`src/rtl/wo_pkg.sv`:
```
package wo_pkg;
  parameter int TID_W  = 1;
  parameter int WAVE_W = 4;
  parameter int SEQ_W  = 4;
  parameter int ADDR_W = 8;
  parameter int DATA_W = 16;

  localparam int TAG_W = TID_W + WAVE_W + SEQ_W + 1;
  localparam logic [SEQ_W-1:0] SEQ_START = '0;
  localparam logic [SEQ_W-1:0] SEQ_END   = '1;

  typedef enum logic [1:0] {
    K_LOAD  = 2'd0,
    K_STORE = 2'd1,
    K_NOP   = 2'd2
  } kind_e;

  typedef struct packed {
    kind_e             kind;
    logic [WAVE_W-1:0] wave;
    logic [SEQ_W-1:0]  pred;
    logic [SEQ_W-1:0]  own_seq;
    logic [SEQ_W-1:0]  succ;
    logic [ADDR_W-1:0] addr;
    logic [DATA_W-1:0] wdata;
  } entry_t;

  typedef struct packed {
    logic [TID_W-1:0]  tid;
    logic [WAVE_W-1:0] wave;
    logic [SEQ_W-1:0]  seq;
    logic              notify;
  } tag_t;
endpackage

```
`src/rtl/wo_thread_ctx.sv`:
```
module wo_thread_ctx
  import wo_pkg::*;
#(
  parameter int DEPTH = 8
) (
  input  logic   clk,
  input  logic   rst,
  input  logic   cmd_open,
  input  logic   cmd_close,
  input  logic   wr_en,
  input  entry_t wr_data,
  input  logic   iss_en,
  output logic   ctx_open,
  output logic   buf_full,
  output logic   cand_valid,
  output entry_t cand
);
  localparam int IDX_W = (DEPTH > 1) ? $clog2(DEPTH) : 1;

  logic [DEPTH-1:0]  vld_q;
  entry_t            ent_q [DEPTH];
  logic              open_q;
  logic [WAVE_W-1:0] wave_q;
  logic [SEQ_W-1:0]  last_q;
  logic [IDX_W-1:0]  free_idx, cand_idx;
  logic              free_ok;

  // lowest free slot
  always_comb begin
    free_idx = '0;
    free_ok  = 1'b0;
    for (int i = DEPTH - 1; i >= 0; i--) begin
      if (!vld_q[i]) begin
        free_idx = IDX_W'(i);
        free_ok  = 1'b1;
      end
    end
  end

  // entry whose predecessor is the last issued sequence of the current wave
  always_comb begin
    cand_idx   = '0;
    cand_valid = 1'b0;
    for (int i = DEPTH - 1; i >= 0; i--) begin
      if (vld_q[i] && ent_q[i].wave == wave_q && ent_q[i].pred == last_q) begin
        cand_idx   = IDX_W'(i);
        cand_valid = 1'b1;
      end
    end
  end

  assign cand     = ent_q[cand_idx];
  assign buf_full = !free_ok;
  assign ctx_open = open_q;

  // payload storage, no reset so it maps to plain memory
  always_ff @(posedge clk) begin
    if (wr_en) ent_q[free_idx] <= wr_data;
  end

  always_ff @(posedge clk) begin
    if (rst) begin
      open_q <= 1'b0;
      vld_q  <= '0;
      wave_q <= '0;
      last_q <= SEQ_START;
    end else begin
      if (wr_en) vld_q[free_idx] <= 1'b1;
      if (iss_en) begin
        vld_q[cand_idx] <= 1'b0;
        if (cand.succ == SEQ_END) begin
          wave_q <= wave_q + 1'b1;
          last_q <= SEQ_START;
        end else begin
          last_q <= cand.own_seq;
        end
      end
      if (cmd_open) begin
        open_q <= 1'b1;
        vld_q  <= '0;
        wave_q <= '0;
        last_q <= SEQ_START;
      end
      if (cmd_close) begin
        open_q <= 1'b0;
        vld_q  <= '0;
      end
    end
  end

  assert_no_overflow_R10: assert property (@(posedge clk) disable iff (rst)
    wr_en |-> !buf_full);
  assert_issue_eligible_R2: assert property (@(posedge clk) disable iff (rst)
    iss_en |-> cand_valid);
  assert_closed_empty_R8: assert property (@(posedge clk) disable iff (rst)
    !open_q |-> (vld_q == '0));
endmodule

```
`src/rtl/wo_resp_stage.sv`:
```
module wo_resp_stage
  import wo_pkg::*;
(
  input  logic              clk,
  input  logic              rst,
  input  logic              mem_rsp_valid,
  input  tag_t              mem_rsp_tag,
  input  logic [DATA_W-1:0] mem_rsp_data,
  input  logic              nop_fire,
  input  tag_t              nop_tag,
  output logic              rsp_valid,
  output tag_t              rsp_tag,
  output logic [DATA_W-1:0] rsp_data
);
  always_ff @(posedge clk) begin
    if (rst) begin
      rsp_valid <= 1'b0;
      rsp_tag   <= '0;
      rsp_data  <= '0;
    end else if (mem_rsp_valid) begin
      rsp_valid <= mem_rsp_tag.notify;
      rsp_tag   <= mem_rsp_tag;
      rsp_data  <= mem_rsp_data;
    end else if (nop_fire) begin
      rsp_valid <= 1'b1;
      rsp_tag   <= nop_tag;
      rsp_data  <= '0;
    end else begin
      rsp_valid <= 1'b0;
    end
  end

  assert_nop_no_clash_R4: assert property (@(posedge clk) disable iff (rst)
    nop_fire |-> !mem_rsp_valid);
  assert_rsp_forward_R6: assert property (@(posedge clk) disable iff (rst)
    (mem_rsp_valid && mem_rsp_tag.notify) |=> (rsp_valid && rsp_tag == $past(mem_rsp_tag)));
endmodule

```
`src/rtl/wave_order_seq.sv`:
```
module wave_order_seq
  import wo_pkg::*;
#(
  parameter int DEPTH = 8
) (
  input  logic              clk,
  input  logic              rst,
  input  logic              cmd_valid,
  input  logic              cmd_stop,
  input  logic [TID_W-1:0]  cmd_tid,
  input  logic              req_valid,
  output logic              req_ready,
  input  logic [TID_W-1:0]  req_tid,
  input  logic [1:0]        req_kind,
  input  logic              req_unord,
  input  logic [WAVE_W-1:0] req_wave,
  input  logic [SEQ_W-1:0]  req_pred,
  input  logic [SEQ_W-1:0]  req_own,
  input  logic [SEQ_W-1:0]  req_succ,
  input  logic [ADDR_W-1:0] req_addr,
  input  logic [DATA_W-1:0] req_wdata,
  output logic              mem_req_valid,
  input  logic              mem_req_ready,
  output logic              mem_req_we,
  output logic [ADDR_W-1:0] mem_req_addr,
  output logic [DATA_W-1:0] mem_req_wdata,
  output logic [TAG_W-1:0]  mem_req_tag,
  input  logic              mem_rsp_valid,
  input  logic [TAG_W-1:0]  mem_rsp_tag,
  input  logic [DATA_W-1:0] mem_rsp_data,
  output logic              rsp_valid,
  output logic [TAG_W-1:0]  rsp_tag,
  output logic [DATA_W-1:0] rsp_data,
  output logic              err_no_ctx
);
  localparam int NUM_THREADS = 2 ** TID_W;

  kind_e  in_kind;
  logic   is_unord, tid_open, slot_free, acc, unord_fire, ord_wr;
  entry_t in_ent;

  logic [NUM_THREADS-1:0] ctx_open, buf_full, cand_valid, can_iss, iss_vec;
  logic [NUM_THREADS-1:0] c_open, c_close;
  entry_t                 cand [NUM_THREADS];

  logic             found;
  logic [TID_W-1:0] sel_tid;
  entry_t           sel;
  logic             ord_mem, nop_fire;
  tag_t             nop_tag, rsp_tag_s;

  assign in_kind   = kind_e'(req_kind);
  assign is_unord  = req_unord && (in_kind != K_NOP);
  assign tid_open  = ctx_open[req_tid];
  assign slot_free = !mem_req_valid || mem_req_ready;
  assign req_ready = !tid_open ? 1'b1 : (is_unord ? slot_free : !buf_full[req_tid]);
  assign acc        = req_valid && req_ready;
  assign unord_fire = acc && tid_open && is_unord;
  assign ord_wr     = acc && tid_open && !is_unord;

  assign in_ent = '{kind: in_kind, wave: req_wave, pred: req_pred, own_seq: req_own,
                    succ: req_succ, addr: req_addr, wdata: req_wdata};

  genvar g;
  generate
    for (g = 0; g < NUM_THREADS; g++) begin : g_thr
      assign c_open[g]  = cmd_valid && !cmd_stop && (cmd_tid == TID_W'(g));
      assign c_close[g] = cmd_valid &&  cmd_stop && (cmd_tid == TID_W'(g));
      assign can_iss[g] = cand_valid[g] &&
                          ((cand[g].kind == K_NOP) ? !mem_rsp_valid : (slot_free && !unord_fire));
      assign iss_vec[g] = found && (sel_tid == TID_W'(g));

      wo_thread_ctx #(.DEPTH(DEPTH)) u_ctx (
        .clk       (clk),
        .rst       (rst),
        .cmd_open  (c_open[g]),
        .cmd_close (c_close[g]),
        .wr_en     (ord_wr && (req_tid == TID_W'(g))),
        .wr_data   (in_ent),
        .iss_en    (iss_vec[g]),
        .ctx_open  (ctx_open[g]),
        .buf_full  (buf_full[g]),
        .cand_valid(cand_valid[g]),
        .cand      (cand[g])
      );
    end
  endgenerate

  // fixed priority: lowest thread index wins
  always_comb begin
    found   = 1'b0;
    sel_tid = '0;
    for (int t = NUM_THREADS - 1; t >= 0; t--) begin
      if (can_iss[t]) begin
        found   = 1'b1;
        sel_tid = TID_W'(t);
      end
    end
  end

  assign sel      = cand[sel_tid];
  assign ord_mem  = found && (sel.kind != K_NOP);
  assign nop_fire = found && (sel.kind == K_NOP);
  assign nop_tag  = '{tid: sel_tid, wave: sel.wave, seq: sel.own_seq, notify: 1'b1};

  always_ff @(posedge clk) begin
    if (rst) mem_req_valid <= 1'b0;
    else if (slot_free) mem_req_valid <= unord_fire || ord_mem;
  end

  always_ff @(posedge clk) begin
    if (slot_free) begin
      if (unord_fire) begin
        mem_req_we    <= (in_kind == K_STORE);
        mem_req_addr  <= req_addr;
        mem_req_wdata <= req_wdata;
        mem_req_tag   <= {req_tid, req_wave, req_own, 1'b1};
      end else if (ord_mem) begin
        mem_req_we    <= (sel.kind == K_STORE);
        mem_req_addr  <= sel.addr;
        mem_req_wdata <= sel.wdata;
        mem_req_tag   <= {sel_tid, sel.wave, sel.own_seq, (sel.kind == K_LOAD)};
      end
    end
  end

  always_ff @(posedge clk) begin
    if (rst) err_no_ctx <= 1'b0;
    else err_no_ctx <= acc && !tid_open;
  end

  wo_resp_stage u_rsp (
    .clk          (clk),
    .rst          (rst),
    .mem_rsp_valid(mem_rsp_valid),
    .mem_rsp_tag  (tag_t'(mem_rsp_tag)),
    .mem_rsp_data (mem_rsp_data),
    .nop_fire     (nop_fire),
    .nop_tag      (nop_tag),
    .rsp_valid    (rsp_valid),
    .rsp_tag      (rsp_tag_s),
    .rsp_data     (rsp_data)
  );
  assign rsp_tag = rsp_tag_s;

  assert_hold_under_stall_R11: assert property (@(posedge clk) disable iff (rst)
    (mem_req_valid && !mem_req_ready) |=>
      (mem_req_valid && $stable(mem_req_addr) && $stable(mem_req_tag) && $stable(mem_req_we)));
  assert_one_issue_R7: assert property (@(posedge clk) disable iff (rst)
    $onehot0(iss_vec));
  assert_err_pulse_R9: assert property (@(posedge clk) disable iff (rst)
    (req_valid && !ctx_open[req_tid]) |=> err_no_ctx);
  assert_unord_direct_R5: assert property (@(posedge clk) disable iff (rst)
    unord_fire |=> mem_req_valid);
endmodule

```
`config.mk`:
```
export PLATFORM = sky130hd
export DESIGN_NAME = wave_order_seq
export DESIGN_NICKNAME = d
export VERILOG_FILES = /design/src/rtl/wo_pkg.sv /design/src/rtl/wo_thread_ctx.sv /design/src/rtl/wo_resp_stage.sv /design/src/rtl/wave_order_seq.sv
export SDC_FILE = /design/constraint.sdc
export NUM_CORES = 1
export LEC_CHECK = 0
export BUFFER_PORTS_ARGS = -buffer_cell sky130_fd_sc_hd__buf_2
export CAP_MARGIN = 20
export CELL_PAD_IN_SITES_DETAIL_PLACEMENT = 2
export CELL_PAD_IN_SITES_GLOBAL_PLACEMENT = 2
export CORE_ASPECT_RATIO = 1.4
export CORE_UTILIZATION = 39
export DETAILED_ROUTE_END_ITERATION = 8
export PLACE_DENSITY_LB_ADDON = 0.1
export REMOVE_ABC_BUFFERS = 1
export SLEW_MARGIN = 20
export SYNTH_ARGS = -nofsm -noshare
export SYNTH_HDL_FRONTEND = slang
export SYNTH_HIERARCHICAL = 1
export SYNTH_SLANG_ARGS = --single-unit
```
`constraint.sdc`:
```
create_clock -name clk -period 5.4 [get_ports clk]
set_input_delay 1.08 -clock clk [delete_from_list [all_inputs] [get_ports clk]]
set_output_delay 1.08 -clock clk [all_outputs]
set_load 0.005 [all_outputs]
```
**Word-level counts from Yosys, hierarchy flattened**

Memory sizes are Yosys's and may differ from the RTL's.
Cells that the tools add are included.

- Bitwise gates (word level): 10
- Multiplexer cells: 112
- Reduce and logical (&&, ||, !) cells: 80
- $lt $le $gt $ge: 10
- Equal/unequal tests: 41
- Add/sub/neg operators: 2

Operators by type and width:

| cell | count |
|---|---|
| == test 4 bit | 32 |
| 2-to-1 mux 42 bit | 3 |
| 2-to-1 mux 3 bit | 32 |
| 2-to-1 mux 16 bit | 4 |
| 2-to-1 mux 8 bit | 8 |
| logical AND 1 bit | 57 |
| 2-to-1 mux 1 bit | 55 |
| 2-to-1 mux 10 bit | 4 |
| bitwise AND 8 bit | 2 |
| < comparator 3 x 4 -> 1 bit, second input constant | 4 |
| inverter 8 bit | 2 |
| bitwise OR 8 bit | 2 |
| demux 1 bit (select 3 bit) | 4 |
| >= comparator 3 x 1 -> 1 bit, second input constant | 4 |
| logical NOT 1 bit | 9 |
| adder 4 x 1 -> 4 bit, second input constant | 2 |
| == test 4 bit, second input constant | 2 |
| 2-to-1 mux 4 bit | 2 |
| OR reduction 2 bit | 4 |
| == test 2 bit, second input constant | 3 |
| AND reduction 2 bit | 3 |
| OR reduction 3 bit | 2 |
| == test 2 x 1 -> 1 bit, second input constant | 2 |
| != test 2 bit, second input constant | 2 |
| 7 further kinds | 11 |

- Bits in writable memories: 672
- Memories kept: 2
- Register bits: 98
- Input bits: 78

Memory list:

| memory | words | bits a word | rd ports | clocked after memory_dff | wr ports | RTL line | text |
|---|---|---|---|---|---|---|---|
| g_thr[0].u_ctx.ent_q | 8 | 42 | 9 | 0 | 1 | wo_thread_ctx.sv:21 | `entry_t ent_q [DEPTH];` |
| g_thr[1].u_ctx.ent_q | 8 | 42 | 9 | 0 | 1 | wo_thread_ctx.sv:21 |  |

**Depth between registers and ports, before layout**

Gate-level depths: netlist of run 1.

- Word-level depth: 31
- Mapped depth: 22

**Hierarchy**

The synthesis of run 1 kept the hierarchy.

Modules (own cells, without submodules):

| module | cells each | area each (um^2) | seq. area each (um^2) | instances |
|---|---|---|---|---|
| wo_thread_ctx at g_thr[1].u_ctx | 1146 | 14652.8 | 10430.0 | 1 |
| wo_thread_ctx at g_thr[0].u_ctx | 1145 | 14632.8 | 10430.0 | 1 |
| wave_order_seq | 213 | 2607.5 | 1091.0 | 1 |
| wo_resp_stage | 118 | 1156.1 | 540.5 | 1 |

**Worst setup path before layout of run 1**

No wires, ideal clock.

- Kind: register to register
- Start: register g_thr[1].u_ctx.wave_q[1]
- End: register mem_req_addr[0], enable pin
- Slack: -0.018 ns
- Cell stages (with the launch flop): 18
- Setup time: 0.439 ns
- Arrival time: 4.979 ns
- Path buffers: 6
- Clock period less this slack: 5.418 ns
- Cells stage by stage: dfxtp_1 > buf_6 > xnor2_1 > nand4_1 > or3_4 > and3_4 > buf_6 > a22o_4 > buf_6 > buf_4 > clkbuf_1 > clkbuf_1 > nand2_1 > a21oi_1 > or4_1 > nand2b_1 > a32oi_1 > a21oi_1

RTL lines:

| item | RTL line | text |
|---|---|---|
| start: declaration | wo_thread_ctx.sv:23 | `logic [WAVE_W-1:0] wave_q;` |
| start signal: assignment | wo_thread_ctx.sv:72 | `wave_q <= wave_q + 1'b1;` |
| end signal: assignment | wave_order_seq.sv:115 | `mem_req_addr <= req_addr;` |
| end signal: assignment | wave_order_seq.sv:120 | `mem_req_addr <= sel.addr;` |
| end: declaration | wave_order_seq.sv:25 | `output logic [ADDR_W-1:0] mem_req_addr,` |

**Final worst setup path of run 1**

- Start: register g_thr[0].u_ctx.last_q[3]
- End: register g_thr[0].u_ctx.wave_q[2]

- Cells in the longest elaborated chain, start to end: 18

Ends and longest elaborated chain:

| item | RTL line | text |
|---|---|---|
| start: declaration | wo_thread_ctx.sv:24 | `logic [SEQ_W-1:0] last_q;` |
| start signal: assignment | wo_thread_ctx.sv:75 | `last_q <= cand.own_seq;` |
| == test 4 bit | wo_thread_ctx.sv:45 | `if (vld_q[i] && ent_q[i].wave == wave_q && ent_q[i].pred == last_q) begin` |
| logical AND 1 bit | wo_thread_ctx.sv:45 |  |
| 2-to-1 mux 3 bit (8 in a row) | wo_thread_ctx.sv:45 |  |
| memory (8 x 42 bit) | n/a |  |
| == test 2 bit | wave_order_seq.sv:70 | `((cand[g].kind == K_NOP) ? !mem_rsp_valid : (slot_free && !unord_fire));` |
| 2-to-1 mux 1 bit | wave_order_seq.sv:70 |  |
| logical AND 1 bit | wave_order_seq.sv:69 | `assign can_iss[g] = cand_valid[g] &&` |
| 2-to-1 mux 1 bit | wave_order_seq.sv:94 | `if (can_iss[t]) begin` |
| inverter 1 bit | wave_order_seq.sv:71 | `assign iss_vec[g] = found && (sel_tid == TID_W'(g));` |
| logical AND 1 bit | wave_order_seq.sv:71 |  |
| AND reduction 2 bit (no line) * | n/a |  |
| end signal: assignment | wo_thread_ctx.sv:72 |  |
| end: declaration | wo_thread_ctx.sv:23 |  |

Mark *: on every way between the ends. The rest lies on a longest branch, timed or not.
A chain may end at the register's enable or synchronous reset.

==> reports/summary.md, run 1 <==
The count of nets left with antenna violations once routing finished came out at 0. From synthesis to final layout, the design area changed by 13.92%. The run gives 0.03256 mm^2 as the combined area of all synthesized cells.

Final RePlAce weighted congestion: 0.8856. In the routed layout, each cell is associated on average with a via count of 5.623. Wire length per cell after detailed routing: 28.51 um. Headroom to the max-slew limit came out at 27.48%. STA classifies the critical path startpoint as a register. Prior to clock tree synthesis, the placed netlist has a worst setup slack of 440.7 ps. Setup-violating endpoint count in the final report: 0. The source of the worst hold timing path is u_rsp/rsp_data[4]. The largest fanout on the critical path was 72. The final worst-path setup slack was 363.0 ps. The busiest layer in global routing was met2.

The total area inside the core boundary comes to 0.08289 mm^2. The TritonCTS sink count is 770. Measured along the y axis, the die boundary spans 343.9 um. Setup repair after global routing left no endpoint under its margin.

Endpoint kind of the worst setup timing path: a register. The worst path needs 5037 ps of the cycle, external delays included. For the worst-case vdd ir drop, the log shows 304.1 uV. The die width is 246.2 um, and the average cell area after synthesis is 12.95 um^2.

Violation count after the first detailed-routing iteration: 1,166. Together, buffers and inverters on the worst path number 2. During synthesis, Yosys emitted a total of 6 warnings.

No sink is reached through more buffers than the 3 on the longest clock path. In this run the post-CTS setup repair buffer count came out at 0. The via count of the first global-routing pass is 23.68k. The run gives 0.08466 mm^2 as the full die area.

For the floorplan row count, the log shows 125. TritonCTS built the clock tree. Across every metal layer, demand over resource in global routing totals 25.63%. The pre-antenna-repair detailed-routing pass consisted of 5 iterations. After routing, the total negative slack on setup checks comes to 0 ps.

Global routing used 28.84% of the available met1 tracks. The worst setup path is of the register to register kind. The tree is rooted in a sky130_fd_sc_hd__clkbuf_16.

Total number of H-tree levels: 3. Summed over all cells, the static leakage comes to 12.51 nW. The max-capacitance violation count came out at 0.

The wire length of the first global-routing pass was 157.1 mm. Leaving out fill and tap cells, the most frequent cell in the layout is sky130_fd_sc_hd__edfxtp_1. The clock latency reported for the late side of the worst-skew pair came out at 650 ps. The areal power density over the cells was 326.8 mW/mm^2; the transition time at the pin with the least slew margin was 1079 ps. The antenna diode count was 0; the fraction of final layout cells with drive strength greater than 1 was 14.85%.

The logs give 2 for the number of antenna violations at the first check in global routing and 3.199% for the met3 capacity usage during global routing. The run finished with clean final reports. The most critical setup path has its startpoint at g_thr[0].u_ctx/last_q[3]. For this run, the post-layout net count is 2,730.

Total of cells resized after clock tree synthesis: 0. Entering global routing, the biggest net connects 136 pins. The tools report the number of max-slew violations in the final report as 0. In this run the tool buffered the top-level ports with 142 buffer cells. Between clock sinks in the finished design, the worst skew comes to 24.79 ps. Once layout is complete, the cells apart from fillers number 3,786. For the effective utilization at floorplan, the log shows 39.28%. In the layout the commonest cells are sky130_fd_sc_hd__edfxtp_1 (707), sky130_fd_sc_hd__nand2_1 (626), sky130_fd_sc_hd__a21oi_1 (308). Global routing consumed, on the met2 layer, 48.49% of the routing resources. The logs give 143 for the top-level I/O count and 21.29k for the via count.

The kind of cell with the highest combined delay along the critical path is buffers and inverters. For the endpoint required time on the critical path, the log shows 5970 ps. The total detailed-routing wirelength came out at 107.9 mm.

The logs give 0 for the final number of hold-violating endpoints and 2,514 for the synthesized instance count. The total overflow left after global routing is 0. The critical path goes through xor2_1 > nor4_1 > nand4_1 > o21ai_4 > a22o_4 > buf_4 > buf_4 > nand2_1 > a21oi_1 > o31ai_2 > or4_1 > a21oi_1. The detailed placement HPWL is 68.37 mm, and the signal arrival time at the worst endpoint is 5610 ps. Once placement completed, the tool counted placed cells totaling 3,648. In the routed design, unresolved DRC markers number 0.

The cell at the slowest stage of the critical path was sky130_fd_sc_hd__buf_4. The clock transition at the registers of the reported paths works out to 60 ps. The kind of path behind the tightest hold check was register to register. Clock tree synthesis inserted a total of 79 buffers. The startpoint identified for the worst register-to-register timing path is g_thr[0].u_ctx/last_q[3]. The biggest cell delay along the critical path was 790 ps. For the number of hold buffers added after cts, the log shows 0. Static timing analysis puts the maximum clock frequency at 198.5 MHz. Of the available clock period, the critical path in the final layout requires 93.28%.
==> worst min-delay path: stages (launching register included) <==
cell and delay [ps]:
sky130_fd_sc_hd__dfxtp_1 300, sky130_fd_sc_hd__or3b_1 150, sky130_fd_sc_hd__a21oi_1 50
==> power by group <==
| part | internal [W] | switching [W] | total, W |
|---|---|---|---|
| Sequential | 0.00652 | 0.0000106 | 0.00653 |
| Combinational | 0.0000636 | 0.000173 | 0.000236 |
| Clock | 0.00303 | 0.00233 | 0.00535 |
| Total | 0.00961 | 0.00251 | 0.0121 |
==> final cells by class <==
type                       count  area, um^2
timing repair buffer         205        1346
clock buffer                 102        2137
sequential                   770       22490
tap                         1079        1350
fill                        8220       45800
inverter                      23       86.33
multi-input combinational   1571        9364
clock inverter                36       317.8
==> routing by layer <==
metal | vias up | share of wire (%)
li1 | 9455 | -
met1 | 11200 | 39
met2 | 440 | 55
met3 | 188 | 3.1
met4 | 2 | 3.7
met5 | - | 0.010
==> state kept, by name, summed over array words and instances (netlist names) <==
register / flops
g_thr.u_ctx/wave_q: 8
g_thr.u_ctx/ctx_open: 2
mem_req_wdata: 16
u_rsp/rsp_data: 16
mem_req_valid: 1
mem_req_addr: 8
mem_req_tag: 10
g_thr.u_ctx/vld_q: 16
g_thr.u_ctx/ent_q: 672
g_thr.u_ctx/last_q: 8
u_rsp/rsp_valid: 1
mem_req_we: 1
u_rsp/rsp_tag: 10
err_no_ctx: 1
==> path summary, 6_finish.rpt <==
check | endpoint | slack, ps | cells after the start
worst min-delay path | u_rsp/rsp_data[4] | 550 | 2
worst max register to register | g_thr[0].u_ctx/wave_q[2] | 360 | 12
worst min register to register | u_rsp/rsp_data[4] | 550 | 2
worst max-delay path | g_thr[0].u_ctx/wave_q[2] | 360 | 12
==> per-stage QoR <==
| step | area (um^2) | util, % | hold WS, ps | power, W |
|---|---|---|---|---|
| 2_1_floorplan | 31760 | - | 477.0 | 0.006717 |
| 3_3_place_gp | 34640 | 41.79 | 526.0 | 0.006883 |
| 3_5_place_dp | 34640 | 41.79 | 542.9 | 0.006896 |
| 4_1_cts | 37090 | 44.75 | 553.8 | 0.01224 |
| 5_1_grt | 37090 | 44.75 | 573.3 | 0.01243 |
| 6_report | 37090 | 44.75 | 552.0 | 0.01212 |
No activity file was read; power rests on OpenSTA's default activity.
==> inputs of run 2 (changes only) <==
PLACE_DENSITY = 0.8   (was unset)
PLACE_DENSITY_LB_ADDON = unset   (was 0.1)
==> reports/summary.md, run 2 (synthesized netlist as in run 1, its figures left out) <==
The total CTS buffers is 79 (unchanged), and the leakage power of the design is 12.51 nW (about the same). The flip-flop count of the largest register, all copies and words added was 672 (unchanged); the final RePlAce weighted congestion was 0.9325 (+5.3%). The tools report the combinational share of power as 2.0% (about the same). Overall routing resource usage: 26.81% (+1.2 points).

The signal arrival time at the worst endpoint is 5580 ps (-30 ps), and the maximum root-to-sink buffer count is 3 (unchanged). Number of cells traversed by the worst register-to-register path: 12 (unchanged). The non-filler instance count after layout is 3,790 (+0.11%), and the share of the clock period used by the worst path is 98.26% (+5.0 points). The tools report the source of the worst hold timing path as g_thr[1].u_ctx/ctx_open. The setup-violating endpoint count in the final report is 0 (unchanged), and the areal power density over the cells is 327.4 mW/mm^2 (+0.18%).

The wire length per cell after detailed routing came out at 29.94 um (+5.0%). The full die area is 0.08466 mm^2 (unchanged). The path with the worst hold slack has its endpoint at g_thr[1].u_ctx/ctx_open.

The run gives 2,730 (unchanged) as the final-stage net count. For this design, the slowest cell found on the critical path is sky130_fd_sc_hd__a21oi_4. The average vias per placed instance came out at 5.824 (+3.6%). The biggest cell delay along the critical path is 780 ps (about the same). The run gives 5 (unchanged) as the number of iterations in the first detailed-routing pass. The floorplan row count was 125 (unchanged).

The via count came out at 22.07k (+3.7%). The logs give 0 (unchanged) for the final global-route overflow total and 0.009586 W (-0.27%) for the internal power summed over all cells. The y dimension of the die was 343.9 um (unchanged). Clock latency reported for the late side of the worst-skew pair: 650 ps (about the same). The number of max-slew violations in the final report is 0 (unchanged), and the core area is 0.08289 mm^2 (unchanged). The logs give 0 (unchanged) for the number of hold buffers added after cts and 0.03462 mm^2 (about the same) for the instance area at placement. STA classifies the critical path startpoint as a register. The endpoint required time on the critical path came out at 5680 ps (-290 ps). Walking the worst path, the cells encountered are xor2_1 > nor4_1 > nand4_1 > o21ai_4 > a22o_4 > nand2_1 > a21oi_1 > or4_1 > nand2b_1 > a32oi_1 > a21oi_4 > buf_4. The largest fanout on the critical path is 50 (-31%). The logs give 24.36% (-3.1 points) for the remaining max-slew budget at the tightest pin and 0.002575 W (+2.6%) for the reported net switching power. The tools report the endpoint kind of the worst setup timing path as a register.

The highest achievable clock rate came out at 188.5 MHz (-5.1%). The clock transition at the registers of the reported paths is 60 ps (about the same), and the post-route cell area is 0.03715 mm^2 (+0.15%). The transition time at the pin with the least slew margin works out to 1135 ps (+55.87 ps). Violation count after the first detailed-routing iteration: 1,586 (+36%). The worst register-to-register path ends at mem_req_wdata[0].

The number of buffer cells added on primary ports came out at 142 (unchanged). The flow ran to the end, and the final reports show no timing, DRC or antenna violations. The worst hold path depth is 2 (unchanged), and the remaining design rule violation count is 0 (unchanged). The worst clock skew was 36.49 ps (+11.70 ps); the wire length of the first global-routing pass was 165.2 mm (+5.2%). The launch point of the worst reg-to-reg path was g_thr[1].u_ctx/wave_q[3]. The area growth from synthesis to final layout was 14.10%; the fraction of final layout cells with drive strength greater than 1 was 15.39% (+0.54 points). Ranked by flip-flop count, first place goes to g_thr.u_ctx/ent_q. The number of filler instances in the final layout is 8,159 (-0.74%).

The detailed placement HPWL was 67.80 mm (-0.84%). The cell sitting at the root of the clock tree is a sky130_fd_sc_hd__clkbuf_16. The total detailed-routing wirelength came out at 113.5 mm (+5.1%). The worst setup path is of the register to register kind. Effective utilization at floorplan: 39.28% (unchanged).

The sequential share of power was 53.7% (-0.2 points); the switching fraction of total power was 21.18% (+0.47 points). The clock period minus worst slack was 5306 ps (+269.3 ps). The number of cells after detailed placement is 3,645 (-0.082%). TritonCTS built the clock tree. The library cell used most frequently in the layout, excluding fill and tap cells, is sky130_fd_sc_hd__edfxtp_1. Die width: 246.2 um (unchanged).

The number of antenna violations at the first check in global routing was 4 (+2); the TritonCTS sink count was 770 (unchanged). The run gives 93.74 ps (-269.3 ps) as the final worst-path setup slack. The logs give 90 (-34%) for the pin count of the biggest net entering global routing and 0 (unchanged) for the remaining number of nets flagged by the antenna check after routing. The via count of the first global-routing pass came out at 24.54k (+3.6%).

The top cell types in the final layout, fill and taps aside, are sky130_fd_sc_hd__edfxtp_1 (707), sky130_fd_sc_hd__nand2_1 (626), sky130_fd_sc_hd__a21oi_1 (308). The relative contribution of the clock network to total power is 44.3% (about the same). Kind of path behind the tightest hold check: register to register. The logs give 269.4 uV (-11%) for the worst-case vdd ir drop and 0 (unchanged) for the max-capacitance violation count.

The tools report the top-level I/O count as 143 (unchanged). The tools report the register-to-register path setup slack as 90 ps (-270 ps). The total number of H-tree levels is 3 (unchanged), and the worst setup slack after placement is 175.1 ps (-265.6 ps). The final number of hold-violating endpoints is 0 (unchanged).
-- run 2: cell count changes in the layout (fill, tap and decap cells not counted), sizes merged --
| cell | change |
|---|---|
| clkbuf | -2 |
| diode | +1 |
| bufinv | -1 |
| clkinvlp | +6 |
-- run 2: worst max path at each step --
| stage | start | slack (ps) | to | cells past startpoint |
|---|---|---|---|---|
| floorplan | g_thr[0].u_ctx/last_q[0] | -1700 | u_rsp/rsp_tag[1] | 14 |
| global placement | g_thr[1].u_ctx/wave_q[2] | 530 | mem_req_wdata[6] | 12 |
| detailed placement | g_thr[0].u_ctx/last_q[1] | 180 | mem_req_we | 14 |
| CTS | g_thr[0].u_ctx/wave_q[3] | 20 | mem_req_we | 14 |
| global route | g_thr[1].u_ctx/last_q[1] | -20 | mem_req_addr[2] | 13 |
| finish | g_thr[1].u_ctx/wave_q[3] | 90 | mem_req_wdata[0] | 12 |
-- run 2: power by group through the flow --
| stage | clock [W] | combinational [W] | sequential (W) |
|---|---|---|---|
| floorplan | 0 | 0.0000592 | 0.00666 |
| global placement | 0 | 0.000212 | 0.00666 |
| detailed placement | 0 | 0.000232 | 0.00666 |
| CTS | 0.00549 | 0.000236 | 0.00653 |
| global route | 0.00567 | 0.000252 | 0.00653 |
| finish | 0.00539 | 0.000237 | 0.00653 |
-- run 2: critical path: cells and delay by family (launching register included) --
family          cells  cell delay [ps]
compound gates      5             2060
xor+xnor            1              150
buf+inv             1              530
flops               1              620
simple gates        5             1510
-- run 2: metrics by stage --
| step | hold slack (ps) | utilization, % | total power [W] | setup TNS [ps] |
|---|---|---|---|---|
| global placement | 502.0 | 41.76 | 0.006869 | 0 |
| detailed placement | 510.9 | 41.76 | 0.006891 | 0 |
| global route | 550.4 | 44.82 | 0.01245 | -136.8 |
| CTS | 518.1 | 44.75 | 0.01226 | 0 |
| floorplan | 477.0 | - | 0.006717 | -107650 |
| finish | 518.8 | 44.82 | 0.01216 | 0 |
-- run 2: cell type report --
cell class | instances | area [um^2] | area share (%)
sequential | 770 | 22500 | 60.57
multi-input combinational | 1571 | 9364 | 25.21
clock buffer | 100 | 2140 | 5.759
timing repair buffer | 205 | 1371 | 3.691
tap | 1079 | 1350 | 3.634
clock inverter | 41 | 335.3 | 0.9026
inverter | 23 | 86.33 | 0.2324
antenna | 1 | 2.502 | 0.006736
-- run 2: timing repair --
| action | CTS | global route |
|---|---|---|
| setup buffers | 0 | 3 |
| setup endpoints to repair | 0 | 6 |
| resized for setup | 0 | 8 |
-- run 2: per-layer routing --
layer	track usage [%]	share of wire (%)	vias to the layer above
li1	-	-	9453
met4	11.43	4.0	2
met1	31.33	38	11630
met5	0	0.0097	-
met2	48.82	53	723
met3	3.597	4.7	268
